--- src/rtl/bmov_pkg.sv ---
package bmov_pkg;

   typedef enum logic [2:0] {
      IRQ_DONE     = 3'd0,
      IRQ_MISMATCH = 3'd1,
      IRQ_ILLEGAL  = 3'd2,
      IRQ_HALT     = 3'd3,
      IRQ_ROLE     = 3'd4
   } irq_code_e;

   typedef enum logic [2:0] {
      ST_IDLE,
      ST_CHECK,
      ST_RES,
      ST_WAIT,
      ST_CMP,
      ST_XFER,
      ST_ACK,
      ST_END
   } seq_st_e;

   localparam logic OPC_CHAIN = 1'b0;

endpackage

--- src/rtl/bmov_phase_latch.sv ---
module bmov_phase_latch #(
   parameter int PH_W = 3
) (
   input  logic            clk,
   input  logic            rst_n,
   input  logic            req,
   input  logic [PH_W-1:0] phase,
   output logic [PH_W-1:0] lat_phase
);

   logic req_d;

   always_ff @(posedge clk) begin
      if (!rst_n) begin
         req_d     <= 1'b0;
         lat_phase <= '0;
      end else begin
         req_d <= req;
         if (req && !req_d) lat_phase <= phase;
      end
   end

endmodule

--- src/rtl/bmov_residual.sv ---
module bmov_residual (
   input  logic       clk,
   input  logic       rst_n,
   input  logic       load,
   input  logic [7:0] din,
   input  logic       take,
   input  logic       clear,
   output logic       valid,
   output logic [7:0] dout
);

   always_ff @(posedge clk) begin
      if (!rst_n) begin
         valid <= 1'b0;
         dout  <= '0;
      end else if (load) begin
         valid <= 1'b1;
         dout  <= din;
      end else if (take || clear) begin
         valid <= 1'b0;
      end
   end

endmodule

--- src/rtl/scsi_bmov_seq.sv ---
module scsi_bmov_seq
   import bmov_pkg::*;
#(
   parameter int ADDR_W = 16,
   parameter int CNT_W  = 16,
   parameter int LANES  = 2,
   parameter int PH_W   = 3
) (
   input  logic                 clk,
   input  logic                 rst_n,
   input  logic                 start,
   input  logic                 instr_opc,
   input  logic [PH_W-1:0]      instr_phase,
   input  logic [CNT_W-1:0]     instr_count,
   input  logic [ADDR_W-1:0]    instr_addr,
   input  logic                 role_init,
   input  logic                 halt_now,
   input  logic                 scsi_req,
   input  logic                 scsi_atn,
   input  logic                 scsi_perr,
   input  logic [PH_W-1:0]      scsi_phase,
   input  logic [LANES*8-1:0]   scsi_rx_data,
   output logic                 scsi_ack,
   output logic [LANES*8-1:0]   scsi_tx_data,
   output logic                 mem_we,
   output logic                 mem_re,
   output logic [ADDR_W-1:0]    mem_addr,
   output logic [7:0]           mem_wdata,
   input  logic [7:0]           mem_rdata,
   output logic                 busy,
   output logic                 irq,
   output logic [2:0]           irq_code
);

   localparam int DW   = LANES * 8;
   localparam int LI_W = (LANES > 1) ? $clog2(LANES) : 1;
   localparam logic [LI_W-1:0]  LI_LAST = LI_W'(LANES - 1);
   localparam logic [CNT_W-1:0] CNT_ONE = CNT_W'(1);

   if (LANES < 1 || LANES > 2) begin : g_bad_lanes
      $error("scsi_bmov_seq: LANES must be 1 or 2");
   end
   if (CNT_W < 2 || ADDR_W < 2 || PH_W < 1) begin : g_bad_width
      $error("scsi_bmov_seq: width parameter too small");
   end

   seq_st_e                   st_q;
   irq_code_e                 code_q;
   logic                      chain_q;
   logic [PH_W-1:0]           exp_q;
   logic [CNT_W-1:0]          cnt_q;
   logic [ADDR_W-1:0]         addr_q;
   logic [LANES-1:0][7:0]     buf_q;
   logic [LI_W-1:0]           li_q;
   logic                      halt_q;
   logic                      ack_q;
   logic [PH_W-1:0]           lat_phase;
   logic                      rx;
   logic                      res_load, res_take, res_clear, res_valid;
   logic [7:0]                res_byte;
   irq_code_e                 end_code;

   bmov_phase_latch #(.PH_W(PH_W)) u_phase (
      .clk       (clk),
      .rst_n     (rst_n),
      .req       (scsi_req),
      .phase     (scsi_phase),
      .lat_phase (lat_phase)
   );

   assign rx        = exp_q[0];
   assign res_load  = (st_q == ST_XFER) && rx && (chain_q == 1'b1 ? 1'b0 : 1'b1) == 1'b0
                      && (cnt_q == CNT_ONE) && (li_q != LI_LAST);
   assign res_take  = (st_q == ST_RES);
   assign res_clear = (st_q == ST_CHECK) && !chain_q;

   if (LANES > 1) begin : g_res
      bmov_residual u_res (
         .clk   (clk),
         .rst_n (rst_n),
         .load  (res_load),
         .din   (buf_q[LANES-1]),
         .take  (res_take),
         .clear (res_clear),
         .valid (res_valid),
         .dout  (res_byte)
      );
   end else begin : g_nores
      assign res_valid = 1'b0;
      assign res_byte  = 8'h00;
   end

   assign end_code = halt_q ? IRQ_HALT : IRQ_DONE;

   always_ff @(posedge clk) begin
      if (!rst_n) begin
         st_q    <= ST_IDLE;
         code_q  <= IRQ_DONE;
         chain_q <= 1'b0;
         exp_q   <= '0;
         cnt_q   <= '0;
         addr_q  <= '0;
         buf_q   <= '0;
         li_q    <= '0;
         halt_q  <= 1'b0;
         ack_q   <= 1'b0;
      end else begin
         if (st_q != ST_IDLE && (scsi_atn || scsi_perr)) halt_q <= 1'b1;
         case (st_q)
            ST_IDLE: if (start) begin
               chain_q <= (instr_opc == OPC_CHAIN);
               exp_q   <= instr_phase;
               cnt_q   <= instr_count;
               addr_q  <= instr_addr;
               halt_q  <= 1'b0;
               st_q    <= ST_CHECK;
            end
            ST_CHECK: begin
               if (!role_init) begin
                  code_q <= IRQ_ROLE;
                  st_q   <= ST_END;
               end else if (cnt_q == '0) begin
                  code_q <= IRQ_ILLEGAL;
                  st_q   <= ST_END;
               end else if (chain_q && rx && res_valid) begin
                  st_q <= ST_RES;
               end else begin
                  st_q <= ST_WAIT;
               end
            end
            ST_RES: begin
               addr_q <= addr_q + 1'b1;
               cnt_q  <= cnt_q - 1'b1;
               if (cnt_q == CNT_ONE) begin
                  code_q <= end_code;
                  st_q   <= ST_END;
               end else begin
                  st_q <= ST_WAIT;
               end
            end
            ST_WAIT: begin
               if (halt_q && halt_now) begin
                  code_q <= IRQ_HALT;
                  st_q   <= ST_END;
               end else if (scsi_req && !ack_q) begin
                  st_q <= ST_CMP;
               end
            end
            ST_CMP: begin
               if (lat_phase != exp_q) begin
                  code_q <= IRQ_MISMATCH;
                  st_q   <= ST_END;
               end else begin
                  buf_q <= rx ? scsi_rx_data : '0;
                  li_q  <= '0;
                  st_q  <= ST_XFER;
               end
            end
            ST_XFER: begin
               if (!rx) buf_q[li_q] <= mem_rdata;
               addr_q <= addr_q + 1'b1;
               cnt_q  <= cnt_q - 1'b1;
               if (cnt_q == CNT_ONE || li_q == LI_LAST) begin
                  ack_q <= 1'b1;
                  st_q  <= ST_ACK;
               end else begin
                  li_q <= li_q + 1'b1;
               end
            end
            ST_ACK: if (!scsi_req) begin
               ack_q <= 1'b0;
               if (cnt_q == '0) begin
                  code_q <= end_code;
                  st_q   <= ST_END;
               end else begin
                  st_q <= ST_WAIT;
               end
            end
            ST_END:  st_q <= ST_IDLE;
            default: st_q <= ST_IDLE;
         endcase
      end
   end

   assign scsi_ack     = ack_q;
   assign scsi_tx_data = DW'(buf_q);
   assign mem_we       = ((st_q == ST_XFER) && rx) || (st_q == ST_RES);
   assign mem_re       = (st_q == ST_XFER) && !rx;
   assign mem_addr     = addr_q;
   assign mem_wdata    = (st_q == ST_RES) ? res_byte : buf_q[li_q];
   assign busy         = (st_q != ST_IDLE);
   assign irq          = (st_q == ST_END);
   assign irq_code     = code_q;

endmodule

--- config.mk ---
export PLATFORM = sky130hd
export DESIGN_NAME = scsi_bmov_seq
export DESIGN_NICKNAME = d
export VERILOG_FILES = /design/src/rtl/bmov_pkg.sv /design/src/rtl/bmov_phase_latch.sv /design/src/rtl/bmov_residual.sv /design/src/rtl/scsi_bmov_seq.sv
export SDC_FILE = /design/constraint.sdc
export NUM_CORES = 1
export LEC_CHECK = 0
export BUFFER_PORTS_ARGS = -buffer_cell sky130_fd_sc_hd__buf_2
export CAP_MARGIN = 20
export CORE_ASPECT_RATIO = 1.75
export CORE_MARGIN = 2
export CORE_UTILIZATION = 30
export CTS_CLUSTER_DIAMETER = 80
export CTS_CLUSTER_SIZE = 28
export DETAILED_ROUTE_END_ITERATION = 7
export PLACE_DENSITY_LB_ADDON = 0.1
export SETUP_SLACK_MARGIN = 0.4
export SYNTH_ARGS = -nofsm -noshare
export SYNTH_HDL_FRONTEND = slang
export SYNTH_HIERARCHICAL = 1
export SYNTH_SLANG_ARGS = --single-unit
--- constraint.sdc ---
create_clock -name clk -period 2.8 [get_ports clk]
set_input_delay 0.28 -clock clk [delete_from_list [all_inputs] [get_ports clk]]
set_output_delay 0.28 -clock clk [all_outputs]
set_load 0.01 [all_outputs]
==> results of run 1 <==
stage by stage:
| step | hold slack, ns | utilization, % | power (µW) | cell area, µm² |
|---|---|---|---|---|
| finish | 0.124 | 38.8 | 4840 | 5200 |
| global route | 0.117 | 38.8 | 5180 | 5200 |
| CTS | 0.113 | 38.8 | 4890 | 5190 |
| detailed placement | 0.460 | 36.5 | 3700 | 4880 |
| global placement | 0.447 | 36.5 | 3680 | 4880 |
| floorplan | 0.376 | - | 3020 | 4110 |
cell type report:
cell class	instances	share of cell area, %
Tap cell	174	4.19
Clock inverter	6	1.28
Inverter	7	0.530
Clock buffer	10	4.60
Sequential cell	74	28.5
Multi-Input combinational cell	380	46.7
Timing Repair Buffer	136	14.2
sequential cells by signal, indices dropped and copies added (netlist names):
register	cells
chain_q	1
cnt_q	16
exp_q	3
g_res.u_res/dout	8
g_res.u_res/valid	1
halt_q	1
irq_code	3
li_q	1
mem_addr	16
scsi_ack	1
scsi_tx_data	16
st_q	3
u_phase/lat_phase	3
u_phase/req_d	1
per-layer routing:
layer | global-route usage (%) | vias to the layer above
li1 | - | 2088
met1 | 19.5 | 2029
met2 | 33.1 | 125
met3 | 3.27 | 20
met4 | 6.85 | 0
met5 | 0 | -
worst register-to-register path, stage by stage, from the launching register on:
cell and delay (ns):
sky130_fd_sc_hd__dfxtp_1 0.56, sky130_fd_sc_hd__nand3b_1 0.46, sky130_fd_sc_hd__a21oi_1 0.49, sky130_fd_sc_hd__nand2_1 0.17
sky130_fd_sc_hd__o311ai_1 0.25, sky130_fd_sc_hd__a21oi_1 0.10
worst max-delay path by stage:
stage,to,cells after the start
global placement,cnt_q[11],5
finish,mem_re,4
detailed placement,cnt_q[11],5
CTS,mem_re,4
global route,cnt_q[11],5
floorplan,mem_wdata[0],8
where the power goes:
part	switching, µW	internal (µW)
combinational	1230	846
sequential	308	1280
clock	460	714
cells by family after synthesis:
kind of cell | share of synthesized area (%)
simple gates | 26.7
compound gates | 24.9
flops | 36.1
buf+inv | 5.00
mux | 5.64
xor+xnor | 0.853
fa+ha+maj | 0.914
layout by cell type, fill, tap and decap left out, types with 9 or more instances in the layout:
cell                        count
sky130_fd_sc_hd__and3_1        13
sky130_fd_sc_hd__buf_2        118
sky130_fd_sc_hd__nand2_1       58
sky130_fd_sc_hd__nand3_1       34
sky130_fd_sc_hd__buf_4         17
sky130_fd_sc_hd__dfxtp_1       74
sky130_fd_sc_hd__nor3b_1       12
sky130_fd_sc_hd__nor2b_1       13
sky130_fd_sc_hd__nor2_1        21
sky130_fd_sc_hd__o21ai_0       27
sky130_fd_sc_hd__mux2i_1       22
sky130_fd_sc_hd__clkbuf_16      9
sky130_fd_sc_hd__o31ai_1       16
sky130_fd_sc_hd__a21oi_1       33
sky130_fd_sc_hd__a31oi_1       21
==> Flow_metrics.wiki, run 1 <==
{| class="wikitable"
! Metric !! Value
|-
| Run status || completed
|-
| Layout cells sized above 1 || 27.4%
|-
| Core ar. || 13400 µm²
|-
| Syn nets || 573
|-
| Number of max-slew violations in the final report || 0
|-
| # hold bufs at CTS || 0
|-
| Antenna diode count || 0
|-
| Cell types with the largest area share after synthesis || sky130_fd_sc_hd__dfxtp_1, sky130_fd_sc_hd__mux2i_1, sky130_fd_sc_hd__nand2_1
|-
| Unrepaired setup endpoints after global routing || false
|-
| Global placer's final weighted congestion || 0.877
|-
| Total global routing track utilization || 17.8%
|-
| Total Neg Setup Slack || 0 ns
|-
| Critical Path RT || 2.52 ns
|-
| Synth Area per Inst || 8.23 µm²
|-
| Share of synthesized area occupied by flip-flops and latches || 36.1%
|-
| Worst hold path class || in2reg
|-
| Total placed cells including tap cells || 770
|-
| Distinct cell type count after synthesis || 69
|-
| End point of the worst hold path || chain_q
|-
| Path type of the worst setup path || reg2out
|-
| Seq cells post-synth || 74
|-
| Multi-input gate area in the final layout || 2430 µm²
|-
| Hold Crit Depth || 2
|-
| Met3 routed wirelength || 719 µm
|-
| Wire length per cell after detailed routing || 16.8 µm
|-
| Mapped cell area || 4110 µm²
|-
| Number of cells in the finished layout apart from fillers || 787
|-
| Number of max-capacitance violations reported || 0
|-
| Via count || 4262
|-
| Hold path startpoint || instr_opc
|-
| Maximum number of pins on one net before global-route repair || 52
|-
| Uppermost signal routing layer after detailed routing || met4
|-
| Number of buffers on the longest clock path || 2
|-
| Via count of the first global-routing pass || 4200
|-
| Cell count after synthesis || 499
|-
| Cell types with the highest counts after synthesis || sky130_fd_sc_hd__dfxtp_1, sky130_fd_sc_hd__nand2_1, sky130_fd_sc_hd__nand3_1, sky130_fd_sc_hd__a21oi_1, sky130_fd_sc_hd__o21ai_0
|-
| Met2 wire length || 7.13 mm
|-
| Peak supply drop || 0.416 mV
|-
| Biggest area consumer among synthesized cells || sky130_fd_sc_hd__dfxtp_1
|-
| Warning count from the yosys run || 6
|-
| Depth of the worst register-to-register path || 5
|-
| Critical-path maximum fanout || 13
|-
| Area occupied by registers || 1480 µm²
|-
| Relative area change from synthesis to final layout || 26.5%
|-
| Clock buffer count from CTS || 9
|-
| Fmax || 0.460 GHz
|-
| Remaining DRCs || 0
|-
| Routed metal-1 wire length || 5.08 mm
|-
| Maximum single-stage delay on the critical path || 0.56 ns
|-
| Worst clock skew || 0.00575 ns
|-
| Die ar. || 14700 µm²
|-
| Vias per std cell || 5.42
|-
| Die outline width || 92.5 µm
|-
| Critical path launch point type || flip-flop
|-
| Portion of the clock cycle consumed by the worst path in the final layout || 77.7%
|-
| Die span in y || 159 µm
|-
| Crit path max-delay cell type || sky130_fd_sc_hd__dfxtp_1
|-
| Register-to-register setup slack || 0.63 ns
|-
| Most repeated cell in the gate-level netlist after synthesis || sky130_fd_sc_hd__dfxtp_1
|-
| Number of inserted filler cells in the final layout || 1418
|-
| IO Pins || 119
|-
| Count of final hold-check violations || 0
|-
| First-pass GRT wire length || 21.0 mm
|-
| Site Rows || 56
|-
| Resized Gates After CTS || 0
|-
| Dominant synthesized flop cell || sky130_fd_sc_hd__dfxtp_1
|-
| Slew HR || 41.2%
|-
| Slew at the pin closest to its max-slew limit || 0.880 ns
|-
| Insertion delay to the later sink of the worst-skew pair || 0.34 ns
|-
| Clock root buffer || sky130_fd_sc_hd__clkbuf_16
|-
| Count of buffers inserted at the top-level ports || 118
|-
| Clock sinks || 74
|-
| Final-report setup violation count || 0
|-
| TritonCTS clock tree || yes
|-
| Drt first-iter violations || 175
|-
| Pre-Repair DR Iteration Count || 5
|-
| Top cell type's share of synthesized area || 36.1%
|-
| Critical Path End Type || output pin
|-
| Cell family contributing the most delay on the critical path || flip-flops
|-
| Starting utilization of the core area || 30.7%
|-
| Endpoint of the worst-slack reg-to-reg timing path || cnt_q[11]
|-
| # Post-CTS Setup Buffers || 0
|-
| Async SR Flop Fraction || 0%
|-
| Worst Path Buf+Inv || 2
|-
| Crit path time final || 2.18 ns
|-
| Post-layout worst setup margin || 0.624 ns
|-
| Routed wire length || 13.2 mm
|-
| Startpoint of the lowest-slack register-to-register path || st_q[0]
|-
| Number of synthesized flops with an enable pin || 0
|-
| Maximum level of the CTS H-tree || 3
|-
| Arrival @ worst endpoint || 1.90 ns
|-
| CP startpoint || st_q[0]
|-
| Post-CTS clock slew at the launch and capture registers of the worst setup and hold paths || 0.06 ns
|-
| Power density relative to cell area || 931 nW/µm²
|-
| Number of nets still failing antenna checks after routing || 0
|-
| Leak pwr || 0.00209 µW
|-
| Overall overflow remaining after global route || 0
|-
| Net count reported at finish || 682
|-
| Critical path cell sequence || nand3b_1 -> buf_4 -> nor2_1 -> buf_2
|-
| Worst slack at placement || 0.648 ns
|-
| Number of antenna violations at the first check in global routing || 0
|-
| DP Wirelength || 9.83 mm
|}
Note: power is estimated with default switching activity, not from simulation.
==> run 2, diff against run 1 <==
Clock period 2.8 ns to 2.02 ns, I/O delays scaled along.
==> Flow_metrics.wiki, run 2 (synthesis gave the netlist of run 1 again) <==
{| class="wikitable"
! Metric !! Value
|-
| Run status || completed
|-
| Drt first-iter violations || 193
|-
| Number of max-capacitance violations reported || 0
|-
| Slew HR || 64.7%
|-
| Clock root buffer || sky130_fd_sc_hd__clkbuf_16
|-
| Portion of the clock cycle consumed by the worst path in the final layout || 90.5%
|-
| Core ar. || 13400 µm²
|-
| Cell family contributing the most delay on the critical path || simple AND/OR/NAND/NOR gates
|-
| Number of nets still failing antenna checks after routing || 0
|-
| Remaining DRCs || 0
|-
| Leak pwr || 0.00261 µW
|-
| Worst slack at placement || 0.0301 ns
|-
| Pre-Repair DR Iteration Count || 4
|-
| Peak supply drop || 0.596 mV
|-
| Final-report setup violation count || 0
|-
| Via count of the first global-routing pass || 4368
|-
| Die outline width || 92.5 µm
|-
| Met3 routed wirelength || 711 µm
|-
| Crit path time final || 1.83 ns
|-
| Routed wire length || 15.3 mm
|-
| Unrepaired setup endpoints after global routing || true
|-
| Vias per std cell || 5.39
|-
| Slew at the pin closest to its max-slew limit || 0.522 ns
|-
| Routed metal-1 wire length || 5.94 mm
|-
| Number of cells in the finished layout apart from fillers || 849
|-
| Path type of the worst setup path || reg2out
|-
| TritonCTS clock tree || yes
|-
| Critical path cell sequence || or3b_4 -> inv_8 -> clkbuf_16 -> nand2_4 -> o21ai_2 -> buf_2
|-
| Maximum number of pins on one net before global-route repair || 52
|-
| Total global routing track utilization || 19.3%
|-
| Die ar. || 14700 µm²
|-
| First-pass GRT wire length || 22.6 mm
|-
| Leading cell type in the layout, fill and taps excluded || sky130_fd_sc_hd__buf_2
|-
| Critical Path End Type || output pin
|-
| Global placer's final weighted congestion || 0.844
|-
| Post-CTS clock slew at the launch and capture registers of the worst setup and hold paths || 0.06 ns
|-
| IO Pins || 119
|-
| Die span in y || 159 µm
|-
| Worst hold path class || in2reg
|-
| Critical-path maximum fanout || 4
|-
| Commonest non-fill, non-tap cells in the layout || sky130_fd_sc_hd__buf_2, sky130_fd_sc_hd__dfxtp_1, sky130_fd_sc_hd__buf_4, sky130_fd_sc_hd__nand2_1, sky130_fd_sc_hd__nand3_1
|-
| Number of max-slew violations in the final report || 0
|-
| Number of antenna violations at the first check in global routing || 0
|-
| Fmax || 0.547 GHz
|-
| Via count || 4574
|-
| Crit path max-delay cell type || sky130_fd_sc_hd__or3b_4
|-
| Worst Path Buf+Inv || 3
|-
| Total Neg Setup Slack || 0 ns
|-
| Number of buffers on the longest clock path || 2
|-
| Total placed cells including tap cells || 785
|-
| Post-layout worst setup margin || 0.191 ns
|-
| Maximum level of the CTS H-tree || 3
|-
| Insertion delay to the later sink of the worst-skew pair || 0.33 ns
|-
| Critical path launch point type || flip-flop
|-
| Critical Path RT || 1.82 ns
|-
| Clock buffer count from CTS || 9
|-
| Count of buffers inserted at the top-level ports || 118
|-
| Net count reported at finish || 746
|-
| Worst clock skew || 0.00675 ns
|-
| Power density relative to cell area || 1350 nW/µm²
|-
| Antenna diode count || 0
|-
| Maximum single-stage delay on the critical path || 0.42 ns
|-
| Site Rows || 56
|-
| Relative area change from synthesis to final layout || 53.1%
|-
| Uppermost signal routing layer after detailed routing || met4
|-
| DP Wirelength || 9.95 mm
|-
| Arrival @ worst endpoint || 1.63 ns
|-
| Count of final hold-check violations || 0
|-
| Wire length per cell after detailed routing || 18.0 µm
|-
| Met2 wire length || 8.25 mm
|-
| Starting utilization of the core area || 30.7%
|-
| Layout cells sized above 1 || 43.3%
|-
| Clock sinks || 74
|-
| Overall overflow remaining after global route || 0
|}
## run 2: worst reg2reg max path, stage by stage (launching register included)
cell	delay, ns
sky130_fd_sc_hd__dfxtp_4	0.37
sky130_fd_sc_hd__or3b_4	0.42
sky130_fd_sc_hd__buf_4	0.20
sky130_fd_sc_hd__nand2_8	0.10
sky130_fd_sc_hd__nand3_2	0.11
sky130_fd_sc_hd__or3b_1	0.36
sky130_fd_sc_hd__a31oi_1	0.18
## run 2: stage by stage
stage / instance area, µm² / util (%) / total power (µW) / hold slack, ns
after CTS: 5720 / 42.7 / 7570 / 0.0387
after global routing: 6290 / 47.0 / 8970 / 0.0418
after floorplan: 4130 / - / 4200 / 0.298
final: 6290 / 47.0 / 8480 / 0.0445
after global placement: 5030 / 37.6 / 5310 / 0.391
after detailed placement: 5030 / 37.6 / 5350 / 0.393
## run 2: path summary, 6_finish.rpt
kind	slack (ns)	end	depth (start not counted)	startpoint
max	0.19	mem_wdata[6]	6	st_q[2]
min	0.04	chain_q	2	instr_opc
max reg2reg	0.21	mem_addr[4]	6	st_q[2]
min reg2reg	0.47	irq_code[2]	2	irq_code[2]
## run 2: layout make-up
| cell class | count | area, µm² |
|---|---|---|
| timing repair buffer | 199 | 1500 |
| multi-input combinational | 381 | 2780 |
| clock inverter | 4 | 20.0 |
| fill | 1354 | 7090 |
| tap | 174 | 218 |
| sequential | 74 | 1500 |
| inverter | 7 | 33.8 |
| clock buffer | 10 | 239 |
## run 2: power by group
group / leakage (µW) / total, µW / switching (µW) / internal, µW
combinational: 0.00187 / 4830 / 2430 / 2410
sequential: 0.000608 / 2200 / 396 / 1800
clock: 0.000134 / 1450 / 604 / 842
## run 2: layer usage
metal	GRT usage, %	vias to the layer above
met1	22.1	2180
met4	7.80	0
li1	-	2211
met5	0	-
met2	35.1	155
met3	2.85	28
## run 2: what timing repair did
item	in CTS	in global routing
setup endpoints to repair	76	74
hold buffers	0	0
gates cloned	2	7
setup buffers	21	20
resized for setup	51	81
pin swaps	29	35
